`config.mk`:
```
export PLATFORM = sky130hd
export DESIGN_NAME = swb_slave_addr
export DESIGN_NICKNAME = d
export VERILOG_FILES = /design/src/rtl/swb_pkg.sv /design/src/rtl/swb_addr_rom.sv /design/src/rtl/swb_line_phy.sv /design/src/rtl/swb_net_proto.sv /design/src/rtl/swb_slave_addr.sv
export SDC_FILE = /design/constraint.sdc
export NUM_CORES = 1
export LEC_CHECK = 0
export BUFFER_PORTS_ARGS = -buffer_cell sky130_fd_sc_hd__buf_4
export CORE_ASPECT_RATIO = 0.7
export CORE_MARGIN = 2
export CORE_UTILIZATION = 42
export CTS_BUF_LIST = sky130_fd_sc_hd__clkbuf_4 sky130_fd_sc_hd__clkbuf_8
export CTS_CLUSTER_SIZE = 10
export DETAILED_ROUTE_END_ITERATION = 16
export GPL_ROUTABILITY_DRIVEN = 0
export HOLD_SLACK_MARGIN = 0.03
export PLACE_DENSITY_LB_ADDON = 0.2
export SLEW_MARGIN = 25
export SYNTH_ARGS = -nofsm -noshare
export SYNTH_HDL_FRONTEND = slang
export SYNTH_SLANG_ARGS = --single-unit
```
`constraint.sdc`:
```
create_clock -name clk -period 2.6 [get_ports clk]
set_input_delay 0.13 -clock clk [delete_from_list [all_inputs] [get_ports clk]]
set_output_delay 0.13 -clock clk [all_outputs]
set_load 0.02 [all_outputs]
```
`src/rtl/swb_pkg.sv`:
```
package swb_pkg;

  typedef enum logic [1:0] {
    PH_IDLE,
    PH_SLOT,
    PH_PWAIT,
    PH_PDRV
  } phy_state_t;

  typedef enum logic [3:0] {
    ST_IGNORE,
    ST_CMD,
    ST_RD_ADDR,
    ST_MATCH,
    ST_FUNC,
    ST_SRCH_BIT,
    ST_SRCH_CMP,
    ST_SRCH_DIR,
    ST_SWAP_MATCH,
    ST_SWAP_PULSE
  } net_state_t;

  localparam logic [7:0] OP_READ_A = 8'h33;
  localparam logic [7:0] OP_READ_B = 8'h39;
  localparam logic [7:0] OP_MATCH  = 8'h55;
  localparam logic [7:0] OP_SKIP   = 8'hCC;
  localparam logic [7:0] OP_SEARCH = 8'hF0;
  localparam logic [7:0] OP_SWAP   = 8'hAA;

endpackage

```
`src/rtl/swb_addr_rom.sv`:
```
module swb_addr_rom #(
  parameter int FAM_W = 8,
  parameter int SER_W = 48,
  parameter logic [FAM_W-1:0] FAMILY = 8'h30,
  parameter logic [SER_W-1:0] SERIAL = 48'h0000_0000_0001,
  parameter int ADDR_BITS = FAM_W + SER_W + 8,
  parameter int IDX_W = $clog2(ADDR_BITS)
) (
  input  logic [IDX_W-1:0] idx,
  output logic             bit_o
);
  localparam int BODY_W = FAM_W + SER_W;

  // Reflected form of x^8+x^5+x^4+1, LSB first, zero seed
  function automatic logic [7:0] crc_body(input logic [BODY_W-1:0] body);
    logic [7:0] c;
    logic fb;
    c = '0;
    for (int i = 0; i < BODY_W; i++) begin
      fb = c[0] ^ body[i];
      c  = c >> 1;
      if (fb) c = c ^ 8'h8C;
    end
    return c;
  endfunction

  localparam logic [BODY_W-1:0]    BODY = {SERIAL, FAMILY};
  localparam logic [7:0]           CRC  = crc_body(BODY);
  localparam logic [ADDR_BITS-1:0] ROM  = {CRC, BODY};

  assign bit_o = ROM[idx];
endmodule

```
`src/rtl/swb_line_phy.sv`:
```
module swb_line_phy #(
  parameter int RST_T     = 480,
  parameter int ABORT_T   = 120,
  parameter int SAMPLE_T  = 30,
  parameter int HOLD_T    = 35,
  parameter int PRES_WAIT = 30,
  parameter int PRES_LEN  = 120
) (
  input  logic clk,
  input  logic rst,
  input  logic tick,
  input  logic line_in,
  input  logic rd_mode,
  input  logic rd_bit,
  output logic pull_low,
  output logic slot_done,
  output logic slot_bit,
  output logic bus_reset,
  output logic bus_abort,
  output logic fall_evt,
  output logic rise_evt
);
  import swb_pkg::*;

  localparam int CW = $clog2(RST_T + 1) + 1;
  localparam logic [CW-1:0] C_RST   = CW'(RST_T);
  localparam logic [CW-1:0] C_ABORT = CW'(ABORT_T + 1);
  localparam logic [CW-1:0] C_SAMP  = CW'(SAMPLE_T);
  localparam logic [CW-1:0] C_HOLD  = CW'(HOLD_T);
  localparam logic [CW-1:0] C_PWAIT = CW'(PRES_WAIT - 1);
  localparam logic [CW-1:0] C_PLEN  = CW'(PRES_LEN - 1);
  localparam logic [CW-1:0] C_MAX   = '1;

  phy_state_t    st;
  logic [CW-1:0] cnt;
  logic [2:0]    sync;
  logic          cur, prev;

  assign cur  = sync[1];
  assign prev = sync[2];

  always_ff @(posedge clk) begin
    if (rst) sync <= 3'b111;
    else     sync <= {sync[1:0], line_in};
  end

  always_ff @(posedge clk) begin
    if (rst) begin
      st        <= PH_IDLE;
      cnt       <= '0;
      pull_low  <= 1'b0;
      slot_done <= 1'b0;
      slot_bit  <= 1'b1;
      bus_reset <= 1'b0;
      bus_abort <= 1'b0;
      fall_evt  <= 1'b0;
      rise_evt  <= 1'b0;
    end else begin
      slot_done <= 1'b0;
      bus_reset <= 1'b0;
      bus_abort <= 1'b0;
      fall_evt  <= 1'b0;
      rise_evt  <= ~prev & cur;
      case (st)
        PH_IDLE: begin
          if (prev && !cur) begin
            st       <= PH_SLOT;
            cnt      <= '0;
            fall_evt <= 1'b1;
            pull_low <= rd_mode & ~rd_bit;
          end
        end
        PH_SLOT: begin
          if (tick) begin
            if (cnt != C_MAX) cnt <= cnt + 1'b1;
            if (cnt == C_SAMP) begin
              slot_done <= 1'b1;
              slot_bit  <= cur;
            end
            if (cnt == C_HOLD) pull_low <= 1'b0;
            if (!cur && cnt == C_ABORT) bus_abort <= 1'b1;
          end
          if (cur && cnt > C_SAMP) begin
            if (cnt >= C_RST) begin
              bus_reset <= 1'b1;
              st        <= PH_PWAIT;
              cnt       <= '0;
            end else begin
              st <= PH_IDLE;
            end
          end
        end
        PH_PWAIT: begin
          if (tick) begin
            cnt <= cnt + 1'b1;
            if (cnt == C_PWAIT) begin
              st       <= PH_PDRV;
              cnt      <= '0;
              pull_low <= 1'b1;
            end
          end
        end
        PH_PDRV: begin
          if (tick) begin
            cnt <= cnt + 1'b1;
            if (cnt == C_PLEN) begin
              pull_low <= 1'b0;
              st       <= PH_IDLE;
            end
          end
        end
        default: st <= PH_IDLE;
      endcase
    end
  end

  assert_drive_window_R3: assert property (@(posedge clk) disable iff (rst)
    (pull_low && st == PH_SLOT) |-> (cnt <= C_HOLD));

  assert_presence_after_reset_R1: assert property (@(posedge clk) disable iff (rst)
    $rose(st == PH_PDRV) |-> ($past(st) == PH_PWAIT));

endmodule

```
`src/rtl/swb_net_proto.sv`:
```
module swb_net_proto #(
  parameter int ADDR_BITS = 64,
  parameter int IDX_W = $clog2(ADDR_BITS)
) (
  input  logic             clk,
  input  logic             rst,
  input  logic             slot_done,
  input  logic             slot_bit,
  input  logic             bus_reset,
  input  logic             bus_abort,
  input  logic             fall_evt,
  input  logic             rise_evt,
  input  logic             rd_opcode_alt,
  input  logic             swap_en,
  input  logic             addr_bit,
  output logic [IDX_W-1:0] addr_idx,
  output logic             rd_mode,
  output logic             rd_bit,
  output logic [7:0]       fn_data,
  output logic             fn_strobe,
  output logic             pwr_off_req,
  output logic             pwr_on_req
);
  import swb_pkg::*;

  localparam logic [IDX_W-1:0] LAST = IDX_W'(ADDR_BITS - 1);

  net_state_t       st;
  logic [IDX_W-1:0] idx;
  logic [7:0]       shreg, nxt, read_op;
  logic [2:0]       nbits;
  logic             swap_miss, seen_fall;

  assign nxt      = {slot_bit, shreg[7:1]};
  assign read_op  = rd_opcode_alt ? OP_READ_B : OP_READ_A;
  assign addr_idx = idx;

  always_comb begin
    rd_mode = (st == ST_RD_ADDR) || (st == ST_SRCH_BIT) || (st == ST_SRCH_CMP);
    rd_bit  = (st == ST_SRCH_CMP) ? ~addr_bit : addr_bit;
  end

  always_ff @(posedge clk) begin
    if (rst) begin
      st          <= ST_IGNORE;
      idx         <= '0;
      shreg       <= '0;
      nbits       <= '0;
      fn_data     <= '0;
      fn_strobe   <= 1'b0;
      pwr_off_req <= 1'b0;
      pwr_on_req  <= 1'b0;
      swap_miss   <= 1'b0;
      seen_fall   <= 1'b0;
    end else begin
      fn_strobe <= 1'b0;
      if (bus_reset) begin
        st    <= ST_CMD;
        idx   <= '0;
        nbits <= '0;
      end else if (bus_abort) begin
        st <= ST_IGNORE;
      end else begin
        case (st)
          ST_CMD: if (slot_done) begin
            shreg <= nxt;
            nbits <= nbits + 1'b1;
            if (nbits == 3'd7) begin
              idx <= '0;
              if (nxt == read_op)                 st <= ST_RD_ADDR;
              else if (nxt == OP_MATCH)           st <= ST_MATCH;
              else if (nxt == OP_SKIP)            st <= ST_FUNC;
              else if (nxt == OP_SEARCH)          st <= ST_SRCH_BIT;
              else if (nxt == OP_SWAP && swap_en) begin
                st          <= ST_SWAP_MATCH;
                pwr_off_req <= 1'b0;
                pwr_on_req  <= 1'b0;
                swap_miss   <= 1'b0;
              end else                            st <= ST_IGNORE;
            end
          end
          ST_RD_ADDR: if (slot_done) begin
            if (idx == LAST) st <= ST_IGNORE;
            else             idx <= idx + 1'b1;
          end
          ST_MATCH: if (slot_done) begin
            if (slot_bit != addr_bit) st <= ST_IGNORE;
            else if (idx == LAST)     st <= ST_FUNC;
            else                      idx <= idx + 1'b1;
          end
          ST_FUNC: if (slot_done) begin
            shreg <= nxt;
            nbits <= nbits + 1'b1;
            if (nbits == 3'd7) begin
              fn_data   <= nxt;
              fn_strobe <= 1'b1;
            end
          end
          ST_SRCH_BIT: if (slot_done) st <= ST_SRCH_CMP;
          ST_SRCH_CMP: if (slot_done) st <= ST_SRCH_DIR;
          ST_SRCH_DIR: if (slot_done) begin
            if (slot_bit != addr_bit) st <= ST_IGNORE;
            else if (idx == LAST)     st <= ST_FUNC;
            else begin
              idx <= idx + 1'b1;
              st  <= ST_SRCH_BIT;
            end
          end
          ST_SWAP_MATCH: if (slot_done) begin
            swap_miss <= swap_miss | (slot_bit != addr_bit);
            if (idx == LAST) begin
              st        <= ST_SWAP_PULSE;
              seen_fall <= 1'b0;
            end else begin
              idx <= idx + 1'b1;
            end
          end
          ST_SWAP_PULSE: begin
            if (fall_evt) begin
              pwr_off_req <= 1'b1;
              seen_fall   <= 1'b1;
            end else if (rise_evt && seen_fall) begin
              if (!swap_miss) begin
                pwr_off_req <= 1'b0;
                pwr_on_req  <= 1'b1;
              end
              st <= ST_IGNORE;
            end
          end
          default: ;
        endcase
      end
    end
  end

  assert_strobe_spacing_R2: assert property (@(posedge clk) disable iff (rst)
    fn_strobe |=> !fn_strobe);

  assert_ignore_sticky_R7: assert property (@(posedge clk) disable iff (rst)
    (st == ST_IGNORE && !bus_reset) |=> (st == ST_IGNORE));

  assert_pwr_exclusive_R8: assert property (@(posedge clk) disable iff (rst)
    !(pwr_off_req && pwr_on_req));

  assert_search_order_R6: assert property (@(posedge clk) disable iff (rst)
    (st == ST_SRCH_DIR) |-> ($past(st) == ST_SRCH_DIR || $past(st) == ST_SRCH_CMP));

endmodule

```
`src/rtl/swb_slave_addr.sv`:
```
module swb_slave_addr #(
  parameter int FAM_W = 8,
  parameter int SER_W = 48,
  parameter logic [FAM_W-1:0] FAMILY = 8'h30,
  parameter logic [SER_W-1:0] SERIAL = 48'hA5C3_1E07_9B42,
  parameter int RST_T     = 480,
  parameter int ABORT_T   = 120,
  parameter int SAMPLE_T  = 30,
  parameter int HOLD_T    = 35,
  parameter int PRES_WAIT = 30,
  parameter int PRES_LEN  = 120
) (
  input  logic       clk,
  input  logic       rst,
  input  logic       tick_us,
  input  logic       line_in,
  output logic       line_pull_low,
  input  logic       rd_opcode_alt,
  input  logic       swap_en,
  output logic [7:0] fn_data,
  output logic       fn_strobe,
  output logic       pwr_off_req,
  output logic       pwr_on_req
);
  localparam int ADDR_BITS = FAM_W + SER_W + 8;
  localparam int IDX_W     = $clog2(ADDR_BITS);

  logic             slot_done, slot_bit, bus_reset, bus_abort, fall_evt, rise_evt;
  logic             rd_mode, rd_bit, addr_bit;
  logic [IDX_W-1:0] addr_idx;

  swb_line_phy #(
    .RST_T(RST_T), .ABORT_T(ABORT_T), .SAMPLE_T(SAMPLE_T),
    .HOLD_T(HOLD_T), .PRES_WAIT(PRES_WAIT), .PRES_LEN(PRES_LEN)
  ) u_phy (
    .clk(clk), .rst(rst), .tick(tick_us), .line_in(line_in),
    .rd_mode(rd_mode), .rd_bit(rd_bit), .pull_low(line_pull_low),
    .slot_done(slot_done), .slot_bit(slot_bit), .bus_reset(bus_reset),
    .bus_abort(bus_abort), .fall_evt(fall_evt), .rise_evt(rise_evt)
  );

  swb_addr_rom #(
    .FAM_W(FAM_W), .SER_W(SER_W), .FAMILY(FAMILY), .SERIAL(SERIAL),
    .ADDR_BITS(ADDR_BITS), .IDX_W(IDX_W)
  ) u_rom (
    .idx(addr_idx), .bit_o(addr_bit)
  );

  swb_net_proto #(
    .ADDR_BITS(ADDR_BITS), .IDX_W(IDX_W)
  ) u_net (
    .clk(clk), .rst(rst), .slot_done(slot_done), .slot_bit(slot_bit),
    .bus_reset(bus_reset), .bus_abort(bus_abort), .fall_evt(fall_evt),
    .rise_evt(rise_evt), .rd_opcode_alt(rd_opcode_alt), .swap_en(swap_en),
    .addr_bit(addr_bit), .addr_idx(addr_idx), .rd_mode(rd_mode),
    .rd_bit(rd_bit), .fn_data(fn_data), .fn_strobe(fn_strobe),
    .pwr_off_req(pwr_off_req), .pwr_on_req(pwr_on_req)
  );
endmodule

```
* Yosys cells after proc, flatten, opt, wreduce, memory -nomap -nowiden
Memory sizes are Yosys's and may differ from the RTL's. A register that Yosys moved wholly into a read port is not among the register bits.
Index checks and enable logic that the tools add are counted.
** Operators by class
- $add $sub $neg :: 3
- Equal/unequal tests :: 72
- Mux-type cells :: 87
- Shift-type cells :: 0
- Reductions and logical operators :: 38
- Div/mod/pow operators :: 0
- Multipliers :: 0
- $lt $le $gt $ge :: 3
- Bitwise operators :: 14
** Operator list (number)
- 4-bit 2-to-1 mux :: 21
- 10-bit 2-to-1 mux :: 8
- 6-bit 2-to-1 mux :: 8
- 10-bit one-hot mux with 4 select lines :: 1
- 2-bit != test (second input constant) :: 19
- 4-bit != test (second input constant) :: 9
- 1-bit 2-to-1 mux :: 34
- 4-bit one-hot mux with 8 select lines :: 1
- 14-bit AND reduction :: 2
- 8-bit == test (second input constant) :: 3
- 2-bit by 1-bit != test with 1-bit output (second input constant) :: 11
- 10-bit by 5-bit == test with 1-bit output (second input constant) :: 2
- 10-bit by 7-bit == test with 1-bit output (second input constant) :: 2
- 6-bit one-hot mux with 3 select lines :: 1
- 4-bit by 3-bit == test with 1-bit output (second input constant) :: 4
- 2-bit 2-to-1 mux :: 7
- 7-bit AND reduction :: 2
- 13-bit AND reduction :: 1
- 4-bit by 3-bit != test with 1-bit output (second input constant) :: 3
- 12-bit AND reduction :: 1
- 6-bit AND reduction :: 2
- 1-bit inverter :: 11
- 11-bit AND reduction :: 1
- 10-bit by 1-bit adder with 10-bit output (second input constant) :: 1
- 40 further kinds :: 62
** Storage, ports and cells
- Logic and storage cells :: 239
- Register bits :: 56
- Memories :: 1
- Memory bits (writable) :: 0
- Latch bits :: 0
- Bits in read-only memories :: 64
- Output and inout port bits :: 12
- Input bits :: 6
** Memories
- (name not given) :: depth 64, bits a word 1, read ports 1, clocked after memory_dff 1, wr ports 0, line swb_addr_rom.sv:31 : assign bit_o = ROM[idx];

* Depth between registers and ports, before layout
- Depth after elaboration :: 12
- Gate-level depth with buffers :: 14
- Depth with buffers taken out :: 14

* Modules after synthesis
From an unflattened synthesis, not the netlist that was laid out.
** Second synthesis, totals
- Cell total of the unflattened synthesis :: 440
- Area, all modules :: 3604.7 µm²
** Modules (own cells, without submodules)
- swb_net_proto :: cells an instance 234, seq. area each 660.6 µm², times used 1, area each 1868.0 µm²
- swb_line_phy :: cells an instance 181, seq. area each 440.4 µm², times used 1, area each 1529.0 µm²
- swb_addr_rom :: cells an instance 25, seq. area each 0.0 µm², times used 1, area each 207.7 µm²

* Worst setup path after synthesis
OpenSTA, ideal clock, no wires.
- Path type :: reg2reg
- From :: register u_net.nbits[0]
- To :: register, netlist name u_net.addr_bit
- Slack :: -0.171 ns
- Data required time :: 2.484 ns
- Cell stages (with the launch flop) :: 14
- Clock period less this slack :: 2.771 ns
- Arrival :: 2.655 ns
- Setup time :: 0.116 ns
- Buffers on the path :: 0
- Cells stage by stage :: dfxtp_1 ha_1 ha_1 o41ai_4 a31o_1 nor2_1 o21ai_0 a32oi_1 nor2_1 inv_1 ha_1 o311ai_0 o2111ai_1 o211a_1
** RTL lines
- start: declaration :: line swb_net_proto.sv:31 : logic [2:0] nbits;
- start signal: assignment :: line swb_net_proto.sv:67 : nbits <= nbits + 1'b1;
- start signal: assignment :: line swb_net_proto.sv:93 : nbits <= nbits + 1'b1;

==> flow_summary.json <==
{
  "cpMostUsedCell": "a21oi_2",
  "die_h_um": 80.1,
  "yosysSeqAreaShare_pct": 32.2,
  "crit_start": "u_net.st[1]",
  "min_period_ns": 2.55,
  "crit_fanout": 6,
  "cts_num_sinks": 56,
  "diodes": 0,
  "yosysMostFrequentCell": "dfxtp_1",
  "critical_path_class": "register to register",
  "grt.overflow.total": 0,
  "fin_skew_ns": 0.0121,
  "grtUsageTotal_pct": 20.5,
  "tightest_slew_ns": 0.857,
  "tns_ns": 0,
  "nets": 477,
  "dieArea_mm2": 0.00904,
  "fin_area_mm2": 0.00415,
  "cts_buffer_depth": 2,
  "finalMaxSlewViolations": 0,
  "cts_root_buffer": "clkbuf_8",
  "crit_family": "compound AO/OA/AOI/OAI gates",
  "drive_gt1_share_pct": 26.3,
  "io_buffers": 17,
  "cts_buffers": 5,
  "critPathArrivalTime_ns": 2.81,
  "cp_slowest_cell": "nor4b_4",
  "setup_viol": 0,
  "power-per-cell-area_mw_per_mm2": 350,
  "synth_area_leader_cell": "dfxtp_1",
  "clk_pin_slew_worst_paths_ns": 0.11,
  "first_pass_iters": 5,
  "avgSynthCellArea_um2": 8.32,
  "pin_count": 18,
  "synth_cell_types": 76,
  "wl_um": 9170,
  "fp.dieW_um": 113,
  "finalCritPeriodShare_pct": 98.1,
  "slowest_delay_ns": 0.41,
  "start_util_pct": 43.8,
  "synth_warnings": 0,
  "leakagePower_nw": 1.57,
  "grt_pass1_wl_um": 15000,
  "syn_nets": 436,
  "placed_area_mm2": 0.00388,
  "netlist.area_leader.share_pct": 32.2,
  "crit_chain": "buf_4, nor4b_4, a21oi_4, a21oi_2, a21oi_2, a21oi_2, and2_4, inv_2, ha_2, mux2_4, o22ai_2, o211a_1",
  "synth.top_cells.by_area": "dfxtp_1 32%, mux2i_1 6.0%, nor2_1 5.8%",
  "rows": 27,
  "remaining_drc_errors": 0,
  "worst_setup_path_end_kind": "register",
  "status": "finished, final reports clean",
  "drv_cap": 0,
  "crit_buf_inv": 2,
  "ir_drop_mv": 0.266,
  "htreeDepth": 2,
  "dr_total_vias": 3285,
  "drt-vias-per-instance": 5.86,
  "core_mm2": 0.00794,
  "relSlewSlack_pct": 42.4,
  "synth-edff-count": 0,
  "worstHoldStart": "tick_us",
  "synth_ff_type": "dfxtp_1",
  "netlist_instances": 418,
  "netlist_area_mm2": 0.00348,
  "cts_tree": "done",
  "clk_latency_ns": 0.32,
  "r2r_start": "u_net.st[1]",
  "synthToLayoutAreaGrowth_pct": 19.3,
  "fmax_mhz": 392,
  "hold_viol_final": 0,
  "grt_pass1_vias": 3026,
  "synth_seq_cells": 56,
  "antenna_found_initial": 1,
  "dpl.hpwl_um": 6600,
  "synthArstFlopShare_pct": 0,
  "drt-initial-drc-count": 376,
  "ant_nets": 0,
  "critPathRequiredTime_ns": 2.86,
  "grt_max_degree": 43,
  "synthTopCellsByCount": "56 x dfxtp_1, 54 x nor2_1, 33 x nand2_1",
  "setup.worst_path.start_class": "register",
  "wl_per_cell_um": 16.4,
  "hp-class": "input port to register"
}
-- through the flow --
step / hold slack, ns / utilization (%) / total power [mW] / setup slack (ns) / std cells
2_1_floorplan: 0.234 / - / 0.940 / 0.00178 / 418
3_3_place_gp: 0.319 / 48.9 / 0.965 / 0.0681 / 547
3_5_place_dp: 0.321 / 48.9 / 0.965 / -0.0290 / 547
4_1_cts: 0.127 / 51.2 / 1.46 / 0.00721 / 560
5_1_grt: 0.138 / 52.3 / 1.51 / -0.0600 / 561
6_report: 0.139 / 52.3 / 1.45 / 0.0496 / 561
-- routing by layer --
| metal | vias up | routed length, µm | track usage [%] |
|---|---|---|---|
| met5 | - | 7 | 0 |
| li1 | 1600 | - | - |
| met4 | 2 | 75 | 4.63 |
| met1 | 1520 | 4530 | 31.1 |
| met3 | 11 | 804 | 4.30 |
| met2 | 152 | 3760 | 29.5 |
-- path summary, 6_finish.rpt --
check / to / slack (ns) / depth (start not counted)
worst max-delay path: u_net.addr_bit / 0.05 / 12
worst min-delay path: u_phy.bus_abort / 0.14 / 3
worst max register to register: u_net.addr_bit / 0.05 / 12
worst min register to register: u_phy.sync[1] / 0.42 / 1
-- worst min-delay path, stage by stage --
cell and delay (ns):
buf_4 0.14, nand2_1 0.08, nor4_1 0.06
-- layout by cell type (no fill, tap or decap), types with 4 or more instances in the layout --
cell	count
buf_4	58
nor2_1	52
dfxtp_1	48
nand2_1	33
a21oi_1	22
mux2i_1	21
o21ai_0	17
nand3_1	14
inv_1	12
nor2b_1	8
nand2b_1	7
nor3_1	7
ha_1	7
dfxtp_2	7
a31oi_1	6
nor3b_1	6
or2_2	5
and3_1	5
nor4bb_1	5
clkbuf_8	5
a21oi_2	4
nand4_1	4
o21a_1	4
nor4_1	4
a311oi_1	4
a22oi_1	4
-- kinds of logic (layout without fill, tap and decap cells) --
family          count (synthesis)  count (layout)  synth area share (%)
buf+inv                        39              81                  5.61
xor+xnor                        6               6                  1.51
mux                            23              23                  6.80
fa+ha+maj                      12              12                  4.32
simple gates                  177             177                  27.3
flops                          56              56                  32.2
compound gates                105             105                  22.2
-- registers in the layout (all words and copies together), names as in the netlist, named ones only --
| name | count |
|---|---|
| u_net.shreg | 7 |
| u_phy.bus_reset | 1 |
| u_phy.fall_evt | 1 |
| u_phy.sync | 3 |
| u_phy.st | 1 |
| u_net.st | 4 |
| u_phy.rise_evt | 1 |
| u_phy.slot_bit | 1 |
| u_net.fn_data | 8 |
| u_net.nbits | 3 |
| u_net.fn_strobe | 1 |
| u_phy.slot_done | 1 |
| u_net.swap_miss | 1 |
| u_phy.cnt | 10 |
| u_net.pwr_on_req | 1 |
| u_net.seen_fall | 1 |
| u_net.pwr_off_req | 1 |
| u_net.addr_idx | 6 |
| u_phy.bus_abort | 1 |
| u_net.addr_bit | 1 |
| u_phy.pull_low | 1 |
-- area by class of cell --
class                      count  area [µm²]
timing repair buffer          60         457
clock inverter                 3        22.5
fill                         739        3790
tap                          101         126
sequential                    56        1130
multi-input combinational    323        2290
clock buffer                   5        68.8
inverter                      13        48.8
-- where the power goes --
| part | total, mW | leakage (nW) | internal [mW] | switching (mW) |
|---|---|---|---|---|
| clock | 0.504 | 0.0485 | 0.194 | 0.310 |
| sequential | 0.867 | 0.456 | 0.861 | 0.00630 |
| combinational | 0.0808 | 1.07 | 0.0285 | 0.0523 |
-- timing repair --
item / 4_1_cts / 5_1_grt
endpoints found under the hold margin: 1 / 0
buffers inserted: 4 / 1
hold buffers: 1 / 0
pin swaps: 8 / 11
gates resized for setup: 11 / 24
setup endpoints to repair: 1 / 2
Power figures use the tool's default switching activity.
